--- config.mk ---
export PLATFORM = sky130hd
export DESIGN_NAME = rsq_sched
export DESIGN_NICKNAME = d
export VERILOG_FILES = /design/src/rtl/rsq_pkg.sv /design/src/rtl/rsq_store.sv /design/src/rtl/rsq_hazard.sv /design/src/rtl/rsq_pick.sv /design/src/rtl/rsq_sched.sv
export SDC_FILE = /design/constraint.sdc
export NUM_CORES = 1
export LEC_CHECK = 0
export CORE_UTILIZATION = 49
export CTS_CLUSTER_DIAMETER = 200
export CTS_CLUSTER_SIZE = 12
export DETAILED_ROUTE_END_ITERATION = 10
export DONT_BUFFER_PORTS = 1
export GPL_ROUTABILITY_DRIVEN = 0
export SYNTH_ARGS = -nofsm -noshare
export SYNTH_HDL_FRONTEND = slang
export SYNTH_SLANG_ARGS = --single-unit
export TNS_END_PERCENT = 5
--- constraint.sdc ---
create_clock -name clk -period 10.5 [get_ports clk]
set_clock_uncertainty 0.2 [all_clocks]
set_input_delay 2.1 -clock clk [delete_from_list [all_inputs] [get_ports clk]]
set_output_delay 2.1 -clock clk [all_outputs]
set_load 0.05 [all_outputs]
--- src/rtl/rsq_pkg.sv ---
// Package: shared request-type encoding for the reordering scheduler.
// Assumes: a write is encoded as 1 and a read as 0 on every port.
package rsq_pkg;
    typedef enum logic {
        RSQ_READ  = 1'b0,
        RSQ_WRITE = 1'b1
    } rsq_op_e;
endpackage

--- src/rtl/rsq_store.sv ---
// Slot storage: holds type, address and occupancy for each slot, allocates
// the lowest free slot, and keeps a pairwise arrival-order matrix.
// Assumes: at most one enqueue and one free per cycle; the freed slot is
// occupied, so it never equals the slot being allocated.
module rsq_store
    import rsq_pkg::*;
#(
    parameter int DEPTH  = 8,
    parameter int ADDR_W = 9,
    localparam int IDX_W = $clog2(DEPTH)
) (
    input  logic                               clk,
    input  logic                               rst_n,
    input  logic                               enq_do,
    input  rsq_op_e                            enq_op,
    input  logic [ADDR_W-1:0]                  enq_addr,
    input  logic                               free_do,
    input  logic [IDX_W-1:0]                   free_idx,
    output logic [DEPTH-1:0]                   vld,
    output logic [DEPTH-1:0]                   is_wr,
    output logic [DEPTH-1:0][ADDR_W-1:0]       addr,
    output logic [DEPTH-1:0][DEPTH-1:0]        earlier,
    output logic                               full
);
    logic [IDX_W-1:0] alloc_idx;

    // Find the lowest-numbered free slot.
    always_comb begin
        logic found;
        found     = 1'b0;
        alloc_idx = '0;
        for (int i = 0; i < DEPTH; i++) begin
            if (!vld[i] && !found) begin
                alloc_idx = IDX_W'(i);
                found     = 1'b1;
            end
        end
    end

    // Queue is full when every slot is occupied.
    assign full = &vld;

    // Update occupancy, payload and the order matrix (earlier[j][i]: j stored before i).
    always_ff @(posedge clk) begin
        if (!rst_n) begin
            vld     <= '0;
            is_wr   <= '0;
            addr    <= '0;
            earlier <= '0;
        end else begin
            if (free_do) begin
                vld[free_idx] <= 1'b0;
            end
            if (enq_do) begin
                vld[alloc_idx]   <= 1'b1;
                is_wr[alloc_idx] <= (enq_op == RSQ_WRITE);
                addr[alloc_idx]  <= enq_addr;
                for (int j = 0; j < DEPTH; j++) begin
                    earlier[alloc_idx][j] <= 1'b0;
                    earlier[j][alloc_idx] <= vld[j] && (IDX_W'(j) != alloc_idx);
                end
            end
        end
    end
endmodule

--- src/rtl/rsq_hazard.sv ---
// Hazard check: marks a slot blocked while an earlier occupied slot holds the
// same address with the opposite type.
// Assumes: the order matrix is a strict order over occupied slots.
module rsq_hazard #(
    parameter int DEPTH  = 8,
    parameter int ADDR_W = 9
) (
    input  logic [DEPTH-1:0]             vld,
    input  logic [DEPTH-1:0]             is_wr,
    input  logic [DEPTH-1:0][ADDR_W-1:0] addr,
    input  logic [DEPTH-1:0][DEPTH-1:0]  earlier,
    output logic [DEPTH-1:0]             blocked
);
    for (genvar gi = 0; gi < DEPTH; gi++) begin : g_slot
        // Scan all other slots for an older conflicting access.
        always_comb begin
            blocked[gi] = 1'b0;
            for (int j = 0; j < DEPTH; j++) begin
                if (vld[j] && earlier[j][gi] && (addr[j] == addr[gi]) &&
                    (is_wr[j] != is_wr[gi])) begin
                    blocked[gi] = 1'b1;
                end
            end
        end
    end
endmodule

--- src/rtl/rsq_pick.sv ---
// Dispatch selector: forms the eligible set, narrows it to page hits when any
// exist, then takes the earliest-stored member.
// Assumes: earlier[j][i] gives a strict total order over occupied slots.
module rsq_pick #(
    parameter int DEPTH  = 8,
    localparam int IDX_W = $clog2(DEPTH)
) (
    input  logic [DEPTH-1:0]            vld,
    input  logic [DEPTH-1:0]            blocked,
    input  logic [DEPTH-1:0]            hit,
    input  logic [DEPTH-1:0][DEPTH-1:0] earlier,
    output logic [DEPTH-1:0]            pick,
    output logic                        any,
    output logic [IDX_W-1:0]            pick_idx
);
    logic [DEPTH-1:0] eligible;
    logic [DEPTH-1:0] hit_set;
    logic [DEPTH-1:0] cand;

    // Eligible set and preferred class.
    always_comb begin
        eligible = vld & ~blocked;
        hit_set  = eligible & hit;
        cand     = (|hit_set) ? hit_set : eligible;
        any      = |eligible;
    end

    for (genvar gi = 0; gi < DEPTH; gi++) begin : g_age
        // A candidate wins when no other candidate was stored before it.
        always_comb begin
            pick[gi] = cand[gi];
            for (int j = 0; j < DEPTH; j++) begin
                if (cand[j] && earlier[j][gi]) begin
                    pick[gi] = 1'b0;
                end
            end
        end
    end

    // Encode the one-hot winner as a slot number.
    always_comb begin
        pick_idx = '0;
        for (int i = 0; i < DEPTH; i++) begin
            if (pick[i]) begin
                pick_idx = pick_idx | IDX_W'(i);
            end
        end
    end
endmodule

--- src/rtl/rsq_sched.sv ---
// Top: reordering request scheduler. Stores requests in slots, exports each
// slot's bank and row for external open-row lookup, and offers one request
// per cycle on a valid/ready port chosen by page-hit class then age.
// Assumes: address layout {row, bank, column}; page_hit refers to the slots
// as currently occupied; the offered choice may change until accepted.
module rsq_sched
    import rsq_pkg::*;
#(
    parameter int DEPTH  = 8,
    parameter int BANK_W = 2,
    parameter int ROW_W  = 4,
    parameter int COL_W  = 3,
    localparam int ADDR_W = ROW_W + BANK_W + COL_W,
    localparam int IDX_W  = $clog2(DEPTH)
) (
    input  logic                      clk,
    input  logic                      rst_n,
    input  logic                      enq_valid,
    input  logic                      enq_write,
    input  logic [ADDR_W-1:0]         enq_addr,
    output logic                      enq_full,
    input  logic [DEPTH-1:0]          page_hit,
    output logic [DEPTH-1:0]          slot_valid,
    output logic [DEPTH*BANK_W-1:0]   slot_bank,
    output logic [DEPTH*ROW_W-1:0]    slot_row,
    output logic                      dsp_valid,
    input  logic                      dsp_ready,
    output logic                      dsp_write,
    output logic [ADDR_W-1:0]         dsp_addr,
    output logic [BANK_W-1:0]         dsp_bank,
    output logic [ROW_W-1:0]          dsp_row,
    output logic                      dsp_hit,
    output logic [IDX_W-1:0]          dsp_slot
);
    logic [DEPTH-1:0]             vld;
    logic [DEPTH-1:0]             is_wr;
    logic [DEPTH-1:0][ADDR_W-1:0] addr;
    logic [DEPTH-1:0][DEPTH-1:0]  earlier;
    logic [DEPTH-1:0]             blocked;
    logic [DEPTH-1:0]             pick;
    logic                         any;
    logic [IDX_W-1:0]             pick_idx;
    logic                         full;
    logic                         enq_do;
    logic                         free_do;
    rsq_op_e                      enq_op;

    // Accept handshakes at the edges.
    assign enq_do  = enq_valid && !full;
    assign free_do = any && dsp_ready;
    assign enq_op  = enq_write ? RSQ_WRITE : RSQ_READ;

    rsq_store #(.DEPTH(DEPTH), .ADDR_W(ADDR_W)) u_store (
        .clk      (clk),
        .rst_n    (rst_n),
        .enq_do   (enq_do),
        .enq_op   (enq_op),
        .enq_addr (enq_addr),
        .free_do  (free_do),
        .free_idx (pick_idx),
        .vld      (vld),
        .is_wr    (is_wr),
        .addr     (addr),
        .earlier  (earlier),
        .full     (full)
    );

    rsq_hazard #(.DEPTH(DEPTH), .ADDR_W(ADDR_W)) u_hazard (
        .vld     (vld),
        .is_wr   (is_wr),
        .addr    (addr),
        .earlier (earlier),
        .blocked (blocked)
    );

    rsq_pick #(.DEPTH(DEPTH)) u_pick (
        .vld      (vld),
        .blocked  (blocked),
        .hit      (page_hit),
        .earlier  (earlier),
        .pick     (pick),
        .any      (any),
        .pick_idx (pick_idx)
    );

    // Per-slot bank and row decode for the external open-row lookup.
    for (genvar gk = 0; gk < DEPTH; gk++) begin : g_dec
        assign slot_bank[gk*BANK_W +: BANK_W] = addr[gk][COL_W +: BANK_W];
        assign slot_row[gk*ROW_W +: ROW_W]    = addr[gk][COL_W+BANK_W +: ROW_W];
    end

    // Drive the dispatch port from the selected slot.
    always_comb begin
        dsp_valid = any;
        dsp_slot  = pick_idx;
        dsp_write = is_wr[pick_idx];
        dsp_addr  = addr[pick_idx];
        dsp_bank  = addr[pick_idx][COL_W +: BANK_W];
        dsp_row   = addr[pick_idx][COL_W+BANK_W +: ROW_W];
        dsp_hit   = page_hit[pick_idx];
    end

    assign enq_full   = full;
    assign slot_valid = vld;
endmodule

==> metrics.csv <==
stage,metric,value,unit
finish,final_util,0.511,
synth,seq_area_frac_synth,0.252,
clock_network,clk_latency,0.45,ns
finish,drive_gt1_frac,0.0670,
synth,synth_top_area_share,0.252,
placement,hpwl,34400,um
grt,track_usage,0.395,
route,drtIter0Drc,1758,
timing,period_minus_slack,9.22,ns
finish,nets,1457,
clock_network,holdBufCountCts,0,
timing,max-slew-margin-rel,0.0698,
critical_path,r2r_start,u_store.addr[12],
finish,area_delta_synth_final,1.33,%
floorplanning,fp.coreArea,23800,um^2
critical_path,r2r_slack,4.19,ns
critical_path,criticalPathCategory,flip-flop to output pin,
synth,syn_inst,1589,
clock_network,cts_buffers,17,
critical_path,end_kind,output pin,
grt,grt_max_degree,148,
grt,grt_first_pass_wirelength,71800,um
floorplanning,row_count,56,
placement,placed_cells,1735,
clock_network,clkSlewWorstSetupHoldPaths,0.08,ns
power,p_switching,0.448,mW
grt,grt.met3_usage,0.117,
power,p_per_area,115,nW/um^2
synth,yosysMostFrequentCell,nand2_1,
worst_hold_path,hold_path_class,flip-flop to flip-flop,
timing,hold_viol,0,
synth,synth_top_area_cell,dfxtp_1,
floorplanning,start_util,0.505,
route,postRouteAntennaNets,0,
critical_path,path_max_fanout,22,
clock_network,cts_buffer_depth,2,
placement,numPortBuffers,0,
run,maxCapViolations,0,
critical_path,required,8.20,ns
timing,fmax,109,MHz
power,power_leakage,4.55,nW
critical_path,startpoint,u_store.addr[22],
grt,use_met2,0.571,
floorplanning,die_w,158,um
clock_network,ctsRootBufferMaster,clkbuf_16,
power,peakVddDrop,0.0853,mV
finish,final_cells,1767,
floorplanning,fp.dieArea,25100,um^2
clock_network,cts_tree,yes,
grt,use_met1,0.533,
route,drc,0,
critical_path,crit_end,dsp_bank[0],
finish,nFillCells,2327,
critical_path,cp.arrival,6.92,ns
placement,placed_area,11600,um^2
synth,synth-seq-cells,151,
route,avgViaCountPerCell,6.64,
timing,rsz0062_at_grt,false,
synth,syn_area,12000,um^2
timing,setup_tns,0,ns
timing,finalSetupViolations,0,
clock_network,post_cts.resized_instances,0,
route,vias,11700,
power,p_int,0.947,mW
critical_path,reg2reg_to,u_store.vld[3],
finish,finalInstanceArea,12100,um^2
critical_path,r2r_cells,13,
clock_network,htreeDepth,4,
grt,grt_pass1_vias,11000,
floorplanning,ios,100,
power,pwr-share-comb,0.111,
power,switching_share,0.321,
floorplanning,fp.dieH,158,um
route,post_drt_wl_per_cell,27.5,um
clock_network,cts_sinks,151,
grt,antenna_found_initial,0,
power,pwr-share-clk,0.448,
grt,grt-ovfl-total,0,
synth,synthesis.nets,1611,
critical_path,cp-start-kind,flip-flop,
synth,ys_types,73,
synth,yosysWarnings,0,
timing,worst_pin_slew,1.39,ns
synth,synthFlopType,dfxtp_1,
synth,syn_area_per_cell,7.54,um^2
clock_network,cts_setup_buffers,0,
power,seqPwrFrac,0.441,
route,wirelength,48600,um
route,dr.pass1.iters,6,
finish,antenna_cells,0,
outcome,outcome,"finished, final reports clean",
synth,async_reset_ff_frac,0,
timing,period_share,0.878,
grt,grt-busiest-layer,met2,
synth,synth_common_cells,"293 x nand2_1, 151 x dfxtp_1, 144 x xnor2_1, 136 x xor2_1, 115 x a21boi_0",
synth,synth_area_leaders,"dfxtp_1 25%, xnor2_1 11%, xor2_1 9.9%, nand2_1 9.2%, a21boi_0 7.2%",
timing,slew_violations,0,
synth,synth_enable_flop_cells,0,
## layer usage
metal	part of all wire	wire length, um	vias to the layer above
met1	0.40	19500	5513
met3	0.14	6850	205
li1	-	-	5087
met5	0	0	-
met2	0.41	20000	931
met4	0.047	2260	0
## sequential cells by signal, indices dropped and copies added (netlist names), named ones only
| signal | count |
|---|---|
| u_store.addr | 72 |
| u_store.earlier | 56 |
| u_store.is_wr | 8 |
| u_store.vld | 8 |
## cell usage in the layout, fill, tap and decap left out, drive strengths merged, types with 19 or more instances in the layout
cell / Yosys / routed
buf: 154 / 45
nand2: 294 / 294
dfxtp: 151 / 151
xor2: 136 / 136
and2: 19 / 19
nand4: 58 / 58
nor3: 19 / 19
xnor2: 144 / 144
nand3: 85 / 85
nor2: 46 / 46
a21boi: 116 / 116
o21ai: 53 / 53
nor4: 45 / 45
## stage by stage
stage	setup slack [ns]	power [mW]	hold WS [ns]
3_3_place_gp	2.14	0.776	0.254
2_1_floorplan	2.62	0.752	0.216
4_1_cts	1.58	1.39	0.273
6_report	1.28	1.40	0.270
3_5_place_dp	2.08	0.777	0.262
5_1_grt	1.11	1.43	0.301
## worst min-delay path by stage
stage,start,to,depth (start not counted)
finish,u_store.earlier[56],u_store.earlier[56],2
global route,flip-flop,flip-flop,1
CTS,u_store.earlier[56],u_store.earlier[56],2
detailed placement,u_store.earlier[56],u_store.earlier[56],2
global placement,u_store.earlier[32],u_store.earlier[32],2
floorplan,flip-flop,flip-flop,2
## layout make-up
class                           instances  area, um^2  share of cell area
Multi-Input combinational cell       1212        7770               0.640
Sequential cell                       151        3020               0.249
Clock buffer                           17         425              0.0350
Tap cell                              319         399              0.0329
Timing Repair Buffer                   45         338              0.0278
Clock inverter                         15         159              0.0131
Inverter                                8        30.0             0.00247
## power by group through the flow
stage / registers (mW) / clock network [mW] / logic (mW)
6_report: 0.615 / 0.625 / 0.155
4_1_cts: 0.613 / 0.626 / 0.151
3_5_place_dp: 0.627 / 0 / 0.150
3_3_place_gp: 0.627 / 0 / 0.149
5_1_grt: 0.615 / 0.651 / 0.164
2_1_floorplan: 0.597 / 0 / 0.155
## kinds of logic after synthesis
| group | synth area share |
|---|---|
| AOI/OAI and AO/OA | 0.186 |
| DFF | 0.252 |
| muxes | 0.00271 |
| xor gates and xnor gates | 0.205 |
| and+or+nand+nor | 0.253 |
| buffers and inverters | 0.101 |
## critical path, cell delays in order (launching register included)
cell and delay, ns:
dfxtp_1 0.99, xor2_1 0.20, nor4_1 0.32, nand3_1 0.12
o41ai_1 0.62, nor3_1 0.20, a2111oi_4 0.66, a31oi_1 0.32
nor2b_1 0.29, a211oi_1 0.21, a21oi_1 0.34, nand3_1 0.80
a41oi_1 0.54, a221o_1 0.84
Note: power is estimated with default switching activity, not from simulation.
